File: src/rtl/dcm_pkg.sv
package dcm_pkg;
    typedef enum logic [1:0] {
        OP_DISCARD    = 2'd0,
        OP_WRITEBACK  = 2'd1,
        OP_WB_DISCARD = 2'd2
    } op_kind_e;

    typedef enum logic {
        ST_IDLE  = 1'b0,
        ST_DRAIN = 1'b1
    } ctl_state_e;

    localparam int SEL_CTRL      = 0;
    localparam int SEL_WHOLE_INV = 1;
    localparam int SEL_WHOLE_WB  = 2;
    localparam int SEL_LINE_INV  = 3;
    localparam int SEL_LINE_WB   = 4;
endpackage

File: src/rtl/dcm_cmd_decode.sv
module dcm_cmd_decode
    import dcm_pkg::*;
#(
    parameter int SEL_W = 3
) (
    input  logic [SEL_W-1:0] sel,
    input  logic             trig_bit,
    input  logic             inv_mode,
    output logic             is_ctrl,
    output logic             act,
    output op_kind_e         kind,
    output logic             whole,
    output logic             needs_drain
);
    always_comb begin
        is_ctrl = 1'b0;
        act     = 1'b0;
        kind    = OP_DISCARD;
        whole   = 1'b0;
        unique case (sel)
            SEL_W'(SEL_CTRL): is_ctrl = 1'b1;
            SEL_W'(SEL_WHOLE_INV): begin
                act   = trig_bit;
                kind  = inv_mode ? OP_WB_DISCARD : OP_DISCARD;
                whole = 1'b1;
            end
            SEL_W'(SEL_WHOLE_WB): begin
                act   = trig_bit;
                kind  = OP_WRITEBACK;
                whole = 1'b1;
            end
            SEL_W'(SEL_LINE_INV): begin
                act  = 1'b1;
                kind = inv_mode ? OP_WB_DISCARD : OP_DISCARD;
            end
            SEL_W'(SEL_LINE_WB): begin
                act  = 1'b1;
                kind = OP_WRITEBACK;
            end
            default: ;
        endcase
        needs_drain = act && (kind != OP_DISCARD);
    end
endmodule

File: src/rtl/dcm_drain_timer.sv
module dcm_drain_timer #(
    parameter int WB_CYCLES   = 4,
    parameter int WHOLE_LINES = 4
) (
    input  logic clk,
    input  logic rst_n,
    input  logic load,
    input  logic load_whole,
    input  logic run,
    output logic done
);
    localparam int WHOLE_LEN = WB_CYCLES * WHOLE_LINES;
    localparam int CNT_W     = $clog2(WHOLE_LEN + 1);

    logic [CNT_W-1:0] cnt;

    always_ff @(posedge clk) begin
        if (!rst_n) begin
            cnt <= '0;
        end else if (load) begin
            cnt <= load_whole ? CNT_W'(WHOLE_LEN - 1) : CNT_W'(WB_CYCLES - 1);
        end else if (run && cnt != '0) begin
            cnt <= cnt - 1'b1;
        end
    end

    assign done = (cnt == '0);

    // the remaining drain time never exceeds the longest drain
    assert_drain_bound_R4: assert property (@(posedge clk) disable iff (!rst_n)
        cnt <= CNT_W'(WHOLE_LEN - 1));

    // the count only moves down while a drain runs
    assert_count_idle_R8: assert property (@(posedge clk) disable iff (!rst_n)
        (!run && !load) |=> $stable(cnt));
endmodule

File: src/rtl/dcache_maint_ctrl.sv
module dcache_maint_ctrl
    import dcm_pkg::*;
#(
    parameter int ADDR_W      = 32,
    parameter int LINE_OFF    = 5,
    parameter int SEL_W       = 3,
    parameter int WB_CYCLES   = 4,
    parameter int WHOLE_LINES = 4
) (
    input  logic                       clk,
    input  logic                       rst_n,
    input  logic                       wr_en,
    input  logic [SEL_W-1:0]           reg_sel,
    input  logic [ADDR_W-1:0]          wdata,
    output logic                       wr_ready,
    output logic [ADDR_W-1:0]          rdata,
    output logic                       arr_valid,
    output logic [1:0]                 arr_kind,
    output logic                       arr_whole,
    output logic [ADDR_W-LINE_OFF-1:0] arr_line
);
    localparam int LINE_W = ADDR_W - LINE_OFF;

    ctl_state_e state, state_nx;
    logic       inv_mode;
    logic       busy;
    logic       accept;
    logic       dec_ctrl, dec_act, dec_whole, dec_drain;
    op_kind_e   dec_kind;
    logic       timer_done;

    dcm_cmd_decode #(.SEL_W(SEL_W)) u_dec (
        .sel         (reg_sel),
        .trig_bit    (wdata[0]),
        .inv_mode    (inv_mode),
        .is_ctrl     (dec_ctrl),
        .act         (dec_act),
        .kind        (dec_kind),
        .whole       (dec_whole),
        .needs_drain (dec_drain)
    );

    dcm_drain_timer #(.WB_CYCLES(WB_CYCLES), .WHOLE_LINES(WHOLE_LINES)) u_timer (
        .clk        (clk),
        .rst_n      (rst_n),
        .load       (accept && dec_drain),
        .load_whole (dec_whole),
        .run        (state == ST_DRAIN),
        .done       (timer_done)
    );

    // next-state process
    always_comb begin
        state_nx = state;
        unique case (state)
            ST_IDLE:  if (accept && dec_drain) state_nx = ST_DRAIN;
            ST_DRAIN: if (timer_done)          state_nx = ST_IDLE;
            default:  state_nx = ST_IDLE;
        endcase
    end

    // state register
    always_ff @(posedge clk) begin
        if (!rst_n) state <= ST_IDLE;
        else        state <= state_nx;
    end

    // output process
    always_comb begin
        busy     = (state == ST_DRAIN);
        wr_ready = !busy;
        accept   = wr_en && !busy;
        rdata    = '0;
        if (dec_ctrl) rdata[1:0] = {busy, inv_mode};
    end

    always_ff @(posedge clk) begin
        if (!rst_n) begin
            inv_mode  <= 1'b0;
            arr_valid <= 1'b0;
            arr_kind  <= OP_DISCARD;
            arr_whole <= 1'b0;
            arr_line  <= '0;
        end else begin
            arr_valid <= accept && dec_act;
            if (accept && dec_ctrl) inv_mode <= wdata[0];
            if (accept && dec_act) begin
                arr_kind  <= dec_kind;
                arr_whole <= dec_whole;
                arr_line  <= dec_whole ? '0 : wdata[ADDR_W-1:LINE_OFF];
            end
        end
    end

    // nothing is issued in the cycle after a stalled (draining) cycle
    assert_no_issue_in_drain_R8: assert property (@(posedge clk) disable iff (!rst_n)
        (state == ST_DRAIN) |=> !arr_valid);

    // a discard never starts a drain
    assert_discard_no_drain_R5: assert property (@(posedge clk) disable iff (!rst_n)
        (arr_valid && arr_kind == OP_DISCARD) |-> !busy);

    // every writeback command is accompanied by a drain
    assert_wb_drains_R6: assert property (@(posedge clk) disable iff (!rst_n)
        (arr_valid && arr_kind != OP_DISCARD) |-> busy);

    // mode is sticky apart from control writes
    assert_mode_sticky_R9: assert property (@(posedge clk) disable iff (!rst_n)
        !(accept && dec_ctrl) |=> $stable(inv_mode));

    // a stalled request must be held steady
    assert_held_request_R8: assert property (@(posedge clk) disable iff (!rst_n)
        (wr_en && !wr_ready) |=> (wr_en && $stable(reg_sel) && $stable(wdata)));

    // kind encoding stays within its three legal values
    assert_kind_legal_R7: assert property (@(posedge clk) disable iff (!rst_n)
        arr_valid |-> (arr_kind != 2'd3));
endmodule

File: config.mk
export PLATFORM = sky130hd
export DESIGN_NAME = dcache_maint_ctrl
export DESIGN_NICKNAME = d
export VERILOG_FILES = /design/src/rtl/dcm_pkg.sv /design/src/rtl/dcm_cmd_decode.sv /design/src/rtl/dcm_drain_timer.sv /design/src/rtl/dcache_maint_ctrl.sv
export SDC_FILE = /design/constraint.sdc
export NUM_CORES = 1
export LEC_CHECK = 0
export ABC_AREA = 1
export BUFFER_PORTS_ARGS = -buffer_cell sky130_fd_sc_hd__buf_2
export CORE_ASPECT_RATIO = 1.25
export CORE_UTILIZATION = 46
export CTS_CLUSTER_DIAMETER = 120
export CTS_CLUSTER_SIZE = 28
export DETAILED_ROUTE_END_ITERATION = 6
export PLACE_DENSITY = 0.91
export REMOVE_ABC_BUFFERS = 1
export SYNTH_ARGS = -nofsm -noshare
export SYNTH_HDL_FRONTEND = slang
export SYNTH_SLANG_ARGS = --single-unit
File: constraint.sdc
create_clock -name clk -period 3.7 [get_ports clk]
set_input_delay 0.37 -clock clk [delete_from_list [all_inputs] [get_ports clk]]
set_output_delay 0.37 -clock clk [all_outputs]
set_load 0.02 [all_outputs]
==> impl_summary.txt, run 1 <==
----------------------------------------------------
[Status]
  Status ... complete, but fails checks
  Violations in the final reports ... design-rule violations

[Finish]
  Count of inserted antenna diode cells ... 0
  Relative area change from synthesis to final layout ... 20.44%
  Layout cell share with drive strength beyond 1 ... 0.2847
  Net total in the final layout ... 333

[Timing]
  Maximum clock frequency ... 599.0 MHz
  Sum Neg Setup Slack ... 0 ps
  Final setup slack of the worst path ... 2030 ps
  Fin. max-slew vios ... 0
  RSZ-0062 raised after global routing ... no
  Clock skew ... 4.244 ps
  Share of the cycle needed by the critical path after routing ... 0.4512
  Worst Max-Slew Pin Slew ... 609.1 ps
  Final hold vios ... 0
  Worst slew margin relative to its limit ... 0.5933
  Final min period ... 1670 ps
  Total of endpoints with negative setup slack in the final report ... 0

[Routing]
  Number of DRC markers after the initial detailed-route iteration ... 51
  Total via count after detailed routing ... 1542
  Final ANT Viol Nets ... 0
  Via-to-Cell Ratio ... 4.617
  Routed length per instance ... 10.27 um
  Length of the first detailed-routing pass in iterations ... 7
  Wire length after detailed routing ... 3.431 mm
  Count of unresolved DRC violations after routing ... 14

[Synthesis]
  Commonest register cell after synthesis ... dfxtp_1
  Avg Cell Area, Syn ... 7.616 um^2
  Leading area contributor after synthesis ... dfxtp_1
  Synthesis warning total ... 0
  Share of synthesized area occupied by flip-flops and latches ... 0.4362
  Unique cell type count in the Yosys netlist ... 24
  Area share of the largest cell type after synthesis ... 0.4362
  Async S/R FF share, synth ... 0
  Number of synthesized register bits ... 38
  Count of flip-flops with a built-in enable after synthesis ... 0
  Most instantiated cells after synthesis ... nand2_1 (71), dfxtp_1 (38), a21oi_1 (34)
  Largest cells by area after synthesis ... dfxtp_1 (44%), nand2_1 (15%), buf_4 (13%)
  Cell count after synthesis ... 229
  Most common cell in the synthesized netlist ... nand2_1
  Synthesized area ... 0.001744 mm^2

[Critical path]
  Start-to-end type of the worst setup path ... flip-flop to flip-flop
  WP data required ... 3910 ps
  Worst endpoint data arrival time ... 1880 ps
  Crit-path max FO ... 32
  CP Capture Type ... flip-flop
  Setup crit start kind ... flip-flop

[Floorplanning]
  Die Outline Area ... 0.004043 mm^2
  Row Count ... 24
  Die outline width ... 57.08 um
  Starting density of the core ... 0.4922
  Floorplan core area ... 0.003543 mm^2
  I/O pin total ... 102
  Overall die height ... 70.85 um

[Clock tree]
  Count of buffers added by post-CTS timing repair for setup ... 0
  Insertion delay to the later sink of the worst-skew pair ... 280 ps
  # H-tree levels ... 2
  Cts hold-fix bufs ... 0
  Clk sinks ... 38
  CTS Buffer Depth ... 2
  Post_cts resized ... 0
  Clock tree from TritonCTS ... done
  CTS Buf Count ... 5
  Worst-path clk slew ... 80 ps
  Master cell of the clock root buffer ... clkbuf_8

[Global routing]
  Number of antenna violations at the first check in global routing ... 0
  Global-route wire length before repair ... 5.678 mm
  Global Route Usage Sum ... 0.1759
  Global Route met1 Usage ... 0.2005
  Most Crowded Layer GR ... met2
  GRT Residual Overflow ... 0
  Via count of the first global-routing pass ... 1379
  Met3 layer usage reported by global route ... 0.06764
  Maximum number of pins on one net before global-route repair ... 38
  GRT met2 Usage ... 0.3046

[Placement]
  GP Congestion ... 0.8161
  Total of buffers placed on input and output ports ... 67
  Total half-perimeter wirelength after legalization and detailed placement ... 2.487 mm
  Worst setup timing slack at the placement stage ... 1810 ps

[Power and ir drop]
  IR Drop Worst-Case VDD ... 0.3331 mV
  Static Leak ... 1.064 nW
  Pwr dens ... 467.2 mW/mm^2

[Hold path]
  Hold Path Class ... primary input to flip-flop

[Flow run]
  Maximum Capacitance Violations ... 0

----------------------------------------------------
## area by class of cell
| class | count | area [um^2] |
|---|---|---|
| fillers | 343 | 1443 |
| multi-input cells | 170 | 773.2 |
| flip-flops and latches | 38 | 760.7 |
| repair buffers | 67 | 335.3 |
| clock buffers | 5 | 68.82 |
| clock inverters | 3 | 68.82 |
| well taps | 39 | 48.80 |
| inverters | 12 | 45.04 |
## power by group
group	total [mW]	leakage, nW	internal, mW	switching (mW)
Combinational	0.134	0.688	0.0391	0.0947
Sequential	0.431	0.308	0.424	0.00715
Clock	0.417	0.0683	0.270	0.146
Total	0.981	1.06	0.733	0.248
## per-layer routing
| metal | wire length [um] | vias up |
|---|---|---|
| met5 | 0 | - |
| met4 | 0 | 0 |
| met3 | 270 | 0 |
| met2 | 1760 | 60 |
| met1 | 1400 | 689 |
| li1 | - | 793 |
## cell usage in the layout, fill, tap and decap left out
cell | netlist | layout
a21oi_1 | 34 | 34
nor3_1 | 2 | 2
nand2_2 | 3 | 3
clkbuf_8 | 0 | 5
nand2_4 | 1 | 1
inv_1 | 11 | 11
dfxtp_1 | 38 | 38
a311oi_1 | 1 | 1
nor2_8 | 1 | 1
clkinv_4 | 0 | 1
nand2_1 | 71 | 71
nor2_2 | 1 | 1
inv_2 | 1 | 1
nor2_1 | 10 | 10
ha_1 | 1 | 1
buf_2 | 3 | 67
conb_1 | 1 | 30
nand3b_1 | 2 | 2
o2111ai_1 | 1 | 1
bufinv_16 | 0 | 2
or2_2 | 2 | 2
xor2_1 | 3 | 3
nand3_1 | 6 | 6
nand4_1 | 1 | 1
## through the flow
step	power, mW	utilization	instances	cell area, um^2	hold WS (ps)
after floorplan	0.5310	-	220	1579	454.0
after global routing	1.026	0.5929	334	2101	315.9
after global placement	0.5718	0.5540	326	1963	448.9
after detailed placement	0.5747	0.5540	326	1963	453.4
final	0.9815	0.5929	334	2101	319.6
after CTS	0.9929	0.5929	334	2101	308.9
## worst max-delay path: stages, from the launching register on
cell     delay, ps
dfxtp_1        320
inv_1          110
nand2_1         60
inv_1          200
nand2_4        260
nor2_8         400
nand2_1         90
a21oi_1        140
## registers in the layout (all words and copies together), names as in the netlist
register	flops
inv_mode	1
arr_valid	1
arr_kind	2
u_timer.cnt	5
arr_whole	1
busy	1
arr_line	27
## worst paths after layout
kind	startpoint	cells past startpoint	to	slack [ps]
max	busy$_SDFF_PN0_	7	arr_line[16]$_SDFFE_PN0P_	2030
min reg2reg	arr_line[25]$_SDFFE_PN0P_	2	arr_line[25]$_SDFFE_PN0P_	460
max reg2reg	busy$_SDFF_PN0_	7	arr_line[16]$_SDFFE_PN0P_	2030
min	wdata[26]	3	arr_line[21]$_SDFFE_PN0P_	320
## kinds of logic after synthesis
logic type	after synthesis	synth area share
other	1	0.002150
DFF	38	0.4362
and+or+nand+nor	100	0.2489
adders and majority gates	1	0.007172
AOI/OAI and AO/OA	36	0.1076
xor gates and xnor gates	3	0.01507
buffers and inverters	50	0.1829
Power figures use the tool's default switching activity.
==> run 2, diff against run 1 <==
- CORE_UTILIZATION: 46 -> 39
- PLACE_DENSITY: 0.91 -> 0.83
- clock period: 3.7 -> 1.35 ns (I/O delays scaled with it)
==> run 2 against run 1 <==
The run ends with negative setup slack left. Clock power up 120%. Clock skew shrank 2.0 ps. Sequential power grew to 2.7 times the previous value. Sequential share of layout area is 3.4 points lower. Die area up 17%. Setup slack worse by 2100 ps. Total power grew to 2.6 times the previous value. Clock-buffer cell count stayed put. Hold slack lost 230 ps. Non-clock buffer count up 18. Critical path depth is 3 higher.
==> impl_summary.txt, run 2 (synthesis gave the netlist of run 1 again) <==
----------------------------------------------------
[Status]
  Status ... complete, but fails checks (unchanged)
  Violations in the final reports ... negative setup slack (was design-rule violations)

[Clock tree]
  CTS Buf Count ... 5 (unchanged)
  Master cell of the clock root buffer ... clkbuf_8 (unchanged)
  Insertion delay to the later sink of the worst-skew pair ... 280 ps (about the same)
  Clk sinks ... 38 (unchanged)
  Cts hold-fix bufs ... 0 (unchanged)
  # H-tree levels ... 2 (unchanged)
  Clock tree from TritonCTS ... done (unchanged)
  Worst-path clk slew ... 70 ps (was 80 ps)
  CTS Buffer Depth ... 2 (unchanged)

[Timing]
  Hold slack ... 92.46 ps (was 319.6 ps)
  Clock skew ... 2.252 ps (was 4.244 ps)
  Final setup slack of the worst path ... -28.87 ps (was 2030 ps)
  Fin. max-slew vios ... 0 (unchanged)
  Final hold vios ... 0 (unchanged)
  Total of endpoints with negative setup slack in the final report ... 2 (was 0)
  RSZ-0062 raised after global routing ... yes (was no)
  Final min period ... 1379 ps (was 1670 ps)
  Share of the cycle needed by the critical path after routing ... 1.021 (was 0.4512)
  Maximum clock frequency ... 725.2 MHz (was 599.0 MHz)

[Global routing]
  Maximum number of pins on one net before global-route repair ... 23 (was 38)
  Via count of the first global-routing pass ... 1538 (was 1379)
  GRT Residual Overflow ... 0 (unchanged)
  Number of antenna violations at the first check in global routing ... 0 (unchanged)
  Global Route Usage Sum ... 0.1769 (was 0.1759)
  Global-route wire length before repair ... 6.410 mm (was 5.678 mm)

[Hold path]
  Hold Path Class ... primary input to flip-flop (unchanged)
  Worst Min Path Start ... wdata[15] (was wdata[26])

[Finish]
  Top flop regs ... arr_line x27, u_timer.cnt x5, arr_kind x2 (unchanged)
  Final standard cell count with taps included and fillers excluded ... 369 (was 334)
  Layout cell share with drive strength beyond 1 ... 0.3802 (was 0.2847)
  Relative area change from synthesis to final layout ... 33.57% (was 20.44%)
  Net total in the final layout ... 351 (was 333)
  Count of inserted antenna diode cells ... 0 (unchanged)
  Max FFs per register ... 27 (unchanged)
  Filler cell count in the final layout ... 400 (was 343)
  Top library cells by usage in the layout, fill and taps aside ... nand2_1 (66), buf_2 (66), dfxtp_1 (35) (was nand2_1 (71), buf_2 (67), dfxtp_1 (38))
  Register bank with the most flops ... arr_line (unchanged)

[Routing]
  Via-to-Cell Ratio ... 4.512 (was 4.617)
  Length of the first detailed-routing pass in iterations ... 4 (was 7)
  Number of DRC markers after the initial detailed-route iteration ... 48 (was 51)
  Count of unresolved DRC violations after routing ... 0 (was 14)
  Total via count after detailed routing ... 1665 (was 1542)
  Final ANT Viol Nets ... 0 (unchanged)
  Wire length after detailed routing ... 4.030 mm (was 3.431 mm)
  Routed length per instance ... 10.92 um (was 10.27 um)

[Power and ir drop]
  IR Drop Worst-Case VDD ... 0.6424 mV (was 0.3331 mV)
  Pwr dens ... 1096 mW/mm^2 (was 467.2 mW/mm^2)
  Static Leak ... 1.165 nW (was 1.064 nW)

[Critical path]
  Dominant delay contributor by cell family on the critical path ... simple AND/OR/NAND/NOR gates (unchanged)
  CP Capture Type ... flip-flop (unchanged)
  WP data required ... 1520 ps (was 3910 ps)
  Worst flop-to-flop path startpoint ... u_timer.cnt[1]$_SDFFE_PN0P_ (was busy$_SDFF_PN0_)
  Launch point of the critical path ... u_timer.cnt[1]$_SDFFE_PN0P_ (was busy$_SDFF_PN0_)
  Start-to-end type of the worst setup path ... flip-flop to flip-flop (unchanged)
  Total buffers and inverters traversed by the critical path ... 2 (unchanged)
  Peak per-stage delay on the critical path ... 320 ps (was 400 ps)
  Crit-path max FO ... 5 (was 32)
  Worst endpoint data arrival time ... 1550 ps (was 1880 ps)
  Register-to-Register Setup Slack ... -30 ps (was 2030 ps)
  Setup crit start kind ... flip-flop (unchanged)
  Standard cell with the maximum stage delay on the critical path ... dfxtp_2 (was nor2_8)
  Ordered list of cells on the worst path ... inv_2, ha_4, nand3_4, or2_4, nand2_4, inv_2, nand2_1, nand2_1, nor2_1, nor2_1 (was inv_1, nand2_1, inv_1, nand2_4, nor2_8, nand2_1, a21oi_1)

[Floorplanning]
  Row Count ... 26 (was 24)
  Die outline width ... 61.82 um (was 57.08 um)
  Floorplan core area ... 0.004197 mm^2 (was 0.003543 mm^2)
  Starting density of the core ... 0.4156 (was 0.4922)
  I/O pin total ... 102 (unchanged)
  Overall die height ... 76.77 um (was 70.85 um)
  Die Outline Area ... 0.004746 mm^2 (was 0.004043 mm^2)

[Placement]
  Total half-perimeter wirelength after legalization and detailed placement ... 2.825 mm (was 2.487 mm)
  GP Congestion ... 0.8130 (was 0.8161)
  Dpl cells ... 357 (was 326)
  Total of buffers placed on input and output ports ... 67 (unchanged)
  Worst setup timing slack at the placement stage ... -192.1 ps (was 1810 ps)

[Flow run]
  Maximum Capacitance Violations ... 0 (unchanged)

----------------------------------------------------
run 2: cell type report:
type / count / area (um^2) / share of cell area
clock buffers: 5 / 68.82 / 0.02954
clock inverters: 3 / 40.04 / 0.01719
inverters: 12 / 45.04 / 0.01933
multi-input cells: 170 / 838.3 / 0.3598
flip-flops and latches: 38 / 764.5 / 0.3281
well taps: 56 / 70.07 / 0.03008
repair buffers: 85 / 503.0 / 0.2159
run 2: final timing paths:
path / end / depth (start not counted)
setup / recovery: u_timer.cnt[3]$_SDFFE_PN0P_ / 10
hold / removal: arr_line[10]$_SDFFE_PN0P_ / 3
setup reg to reg: u_timer.cnt[3]$_SDFFE_PN0P_ / 10
hold reg to reg: arr_line[17]$_SDFFE_PN0P_ / 2
run 2: through the flow:
stage	util	setup TNS, ps	power, mW	area [um^2]
2_1_floorplan	-	-3503	1.455	1579
3_3_place_gp	0.5009	-242.0	1.605	2102
3_5_place_dp	0.5009	-629.6	1.614	2102
4_1_cts	0.5340	0	2.565	2241
5_1_grt	0.5552	-715.1	2.696	2330
6_report	0.5552	-53.55	2.554	2330
run 2: per-layer routing:
metal  track usage  vias up  share of wire
met5             0        -              0
li1              -      835              -
met3       0.05396        6          0.063
met4       0.06889        0          0.011
met2        0.3065       72           0.54
met1        0.1922      752           0.39
run 2: worst register-to-register path, cell delays in order (launching register included):
cell     delay, ps
dfxtp_2        320
inv_2           90
ha_4           150
nand3_4         70
or2_4          240
nand2_4         90
inv_2           60
nand2_1         50
nand2_1         40
nor2_1          90
nor2_1          60
run 2: what timing repair did:
action / 4_1_cts / 5_1_grt
gates resized for setup: 11 / 12
cloned: 0 / 1
buffers inserted: 0 / 3
endpoints found under the setup margin: 4 / 29
pin swaps: 3 / 8
run 2: power by group:
group | switching [mW] | total, mW | internal, mW
combinational | 0.288 | 0.447 | 0.159
sequential | 0.0196 | 1.18 | 1.16
clock | 0.381 | 0.925 | 0.543
==> run 3, diff against run 2 <==
- PLACE_DENSITY: 0.83 -> 0.74
==> run 3 against run 2 <==
The run now ends clean. Combinational power down 4.9%. Hold slack worse by 1.2 ps. Via count shrank 4.3%. Final area is 2.7% lower. Setup slack better by 34 ps. Global-route usage decreased by 1.5 points. Routed wire length decreased by 8.7%. Cell count shrank 0.54%. Clock-buffer cell count grew 2. First-iteration DRC count fell by 10%. Register-to-register slack better by 30 ps. Clock power is 14% lower. Critical endpoint unchanged. Largest cell class unchanged. Largest power group unchanged.
==> impl_summary.txt, run 3 (synthesis gave the netlist of run 1 again) <==
----------------------------------------------------
[Placement]
  Worst setup timing slack at the placement stage ... -148.9 ps (was -192.1 ps)
  Dpl cells ... 357 (unchanged)
  Total half-perimeter wirelength after legalization and detailed placement ... 2.757 mm (was 2.825 mm)
  DP Area ... 0.002115 mm^2 (was 0.002102 mm^2)
  Total of buffers placed on input and output ports ... 67 (unchanged)
  GP Congestion ... 0.7828 (was 0.8130)

[Finish]
  Final standard cell count with taps included and fillers excluded ... 367 (was 369)
  Utilization after layout ... 0.5403 (was 0.5552)
  Net total in the final layout ... 349 (was 351)
  Filler cell count in the final layout ... 419 (was 400)
  Reg area ... 763.2 um^2 (was 764.5 um^2)
  Layout cell share with drive strength beyond 1 ... 0.3537 (was 0.3802)
  Multi-input logic area ... 808.3 um^2 (was 838.3 um^2)
  Register bank with the most flops ... arr_line (unchanged)
  Non-Filler Cell Area, Final ... 0.002267 mm^2 (was 0.002330 mm^2)
  Top library cells by usage in the layout, fill and taps aside ... nand2_1 (69), buf_2 (66), dfxtp_1 (36) (was nand2_1 (66), buf_2 (66), dfxtp_1 (35))
  Relative area change from synthesis to final layout ... 29.99% (was 33.57%)
  Max FFs per register ... 27 (unchanged)
  Most frequent standard cell in the layout excluding fill and tap cells ... nand2_1
  Top flop regs ... arr_line x27, u_timer.cnt x5, arr_kind x2 (unchanged)
  Count of inserted antenna diode cells ... 0 (unchanged)

[Global routing]
  Maximum number of pins on one net before global-route repair ... 23 (unchanged)
  Global Route met1 Usage ... 0.1881 (was 0.1922)
  Number of antenna violations at the first check in global routing ... 0 (unchanged)
  GRT Residual Overflow ... 0 (unchanged)
  Global-route wire length before repair ... 5.851 mm (was 6.410 mm)
  Most Crowded Layer GR ... met2 (unchanged)
  Global Route Usage Sum ... 0.1616 (was 0.1769)
  GRT met2 Usage ... 0.2710 (was 0.3065)
  Met3 layer usage reported by global route ... 0.05565 (was 0.05396)
  Via count of the first global-routing pass ... 1404 (was 1538)

[Routing]
  Total via count after detailed routing ... 1593 (was 1665)
  Length of the first detailed-routing pass in iterations ... 4 (unchanged)
  Count of unresolved DRC violations after routing ... 0 (unchanged)
  Number of DRC markers after the initial detailed-route iteration ... 43 (was 48)
  Via-to-Cell Ratio ... 4.341 (was 4.512)
  Wire length after detailed routing ... 3.681 mm (was 4.030 mm)
  Routed length per instance ... 10.03 um (was 10.92 um)
  Final ANT Viol Nets ... 0 (unchanged)

[Timing]
  Hold slack ... 91.24 ps (was 92.46 ps)
  Maximum clock frequency ... 743.4 MHz (was 725.2 MHz)
  Fin. max-slew vios ... 0 (unchanged)
  Final setup slack of the worst path ... 4.843 ps (was -28.87 ps)
  Share of the cycle needed by the critical path after routing ... 0.9964 (was 1.021)
  Final hold vios ... 0 (unchanged)
  Sum Neg Setup Slack ... 0 ps (was -53.55 ps)
  Clock skew ... 6.387 ps (was 2.252 ps)
  Total of endpoints with negative setup slack in the final report ... 0 (was 2)
  RSZ-0062 raised after global routing ... yes (unchanged)
  Final min period ... 1345 ps (was 1379 ps)

[Status]
  Status ... finished, final reports clean (was complete, but fails checks)

[Critical path]
  Standard cell with the maximum stage delay on the critical path ... dfxtp_2 (unchanged)
  WP data required ... 1510 ps (was 1520 ps)
  Register-to-Register Setup Slack ... 5 ps (was -30 ps)
  Peak per-stage delay on the critical path ... 330 ps (was 320 ps)
  Worst endpoint data arrival time ... 1500 ps (was 1550 ps)
  Worst Reg-to-Reg Cells ... 10 (unchanged)
  Worst r2r dst ... u_timer.cnt[3]$_SDFFE_PN0P_ (unchanged)
  Crit-path max FO ... 4 (was 5)
  Worst flop-to-flop path startpoint ... u_timer.cnt[0]$_SDFFE_PN0P_ (was u_timer.cnt[1]$_SDFFE_PN0P_)
  Ordered list of cells on the worst path ... inv_2, ha_4, nand3_2, or2_4, nand2_4, inv_4, nand2_1, nand2_1, nor2_1, nor2_1 (was inv_2, ha_4, nand3_4, or2_4, nand2_4, inv_2, nand2_1, nand2_1, nor2_1, nor2_1)
  Setup crit start kind ... flip-flop (unchanged)
  Start-to-end type of the worst setup path ... flip-flop to flip-flop (unchanged)
  CP Capture Type ... flip-flop (unchanged)

[Clock tree]
  CTS Buffer Depth ... 2 (unchanged)
  Insertion delay to the later sink of the worst-skew pair ... 280 ps (about the same)
  Worst-path clk slew ... 70 ps (about the same)
  Clock tree from TritonCTS ... done (unchanged)
  Clk sinks ... 38 (unchanged)
  # H-tree levels ... 2 (unchanged)
  Master cell of the clock root buffer ... clkbuf_8 (unchanged)
  CTS Buf Count ... 5 (unchanged)
  Cts hold-fix bufs ... 0 (unchanged)

[Floorplanning]
  Overall die height ... 76.77 um (unchanged)
  Starting density of the core ... 0.4156 (unchanged)
  Floorplan core area ... 0.004197 mm^2 (unchanged)
  I/O pin total ... 102 (unchanged)
  Die outline width ... 61.82 um (unchanged)
  Die Outline Area ... 0.004746 mm^2 (unchanged)
  Row Count ... 26 (unchanged)

[Hold path]
  Hold Crit Depth ... 3 (unchanged)
  Hold Path Class ... primary input to flip-flop (unchanged)
  Endpoint of the worst hold-timing path ... arr_line[5]$_SDFFE_PN0P_ (was arr_line[10]$_SDFFE_PN0P_)
  Worst Min Path Start ... wdata[10] (was wdata[15])

[Power and ir drop]
  Pwr dens ... 1057 mW/mm^2 (was 1096 mW/mm^2)
  IR Drop Worst-Case VDD ... 0.6670 mV (was 0.6424 mV)
  Total power draw ... 2.397 mW (was 2.554 mW)
  Static Leak ... 1.146 nW (was 1.165 nW)

[Flow run]
  Maximum Capacitance Violations ... 0 (unchanged)

----------------------------------------------------
[run 3: final cells by class]
class	instances	share of cell area
repair buffers	83	0.2147
inverters	12	0.02097
clock inverters	1	0.002208
flip-flops and latches	38	0.3366
well taps	56	0.03091
clock buffers	7	0.03808
multi-input cells	170	0.3565
[run 3: critical path, delay by kind of cell, from the launching register on]
family / cells / cell delay [ps]
simple gates: 7 / 650
flops: 1 / 330
fa+ha+maj: 1 / 130
buf+inv: 2 / 110
[run 3: worst max-delay path by stage]
stage                                           start                     endpoint  slack (ps)  cells after the start
after detailed placement  u_timer.cnt[0]$_SDFFE_PN0P_  u_timer.cnt[2]$_SDFFE_PN0P_        -150                     10
after floorplan                       busy$_SDFF_PN0_     arr_line[0]$_SDFFE_PN0P_        -120                      7
after global routing      u_timer.cnt[0]$_SDFFE_PN0P_  u_timer.cnt[2]$_SDFFE_PN0P_         -60                     10
final                     u_timer.cnt[0]$_SDFFE_PN0P_  u_timer.cnt[3]$_SDFFE_PN0P_           5                     10
after global placement    u_timer.cnt[0]$_SDFFE_PN0P_  u_timer.cnt[2]$_SDFFE_PN0P_        -100                     10
after CTS                 u_timer.cnt[1]$_SDFFE_PN0P_  u_timer.cnt[2]$_SDFFE_PN0P_          10                     10
[run 3: power by group]
part | leakage, nW | switching (mW) | internal, mW
sequential | 0.309 | 0.0192 | 1.16
combinational | 0.789 | 0.276 | 0.148
clock | 0.0482 | 0.379 | 0.412
[run 3: metal layers]
layer  wire [um]  vias up
met5           0        -
met2        1743       68
li1            -      828
met4          14        0
met1        1658      695
met3         265        2
[run 3: repair_timing]
item                       in CTS  in global routing
setup buffers                   0                  2
resized for setup              12                  5
pin swaps                       3                  6
setup endpoints to repair       4                 14
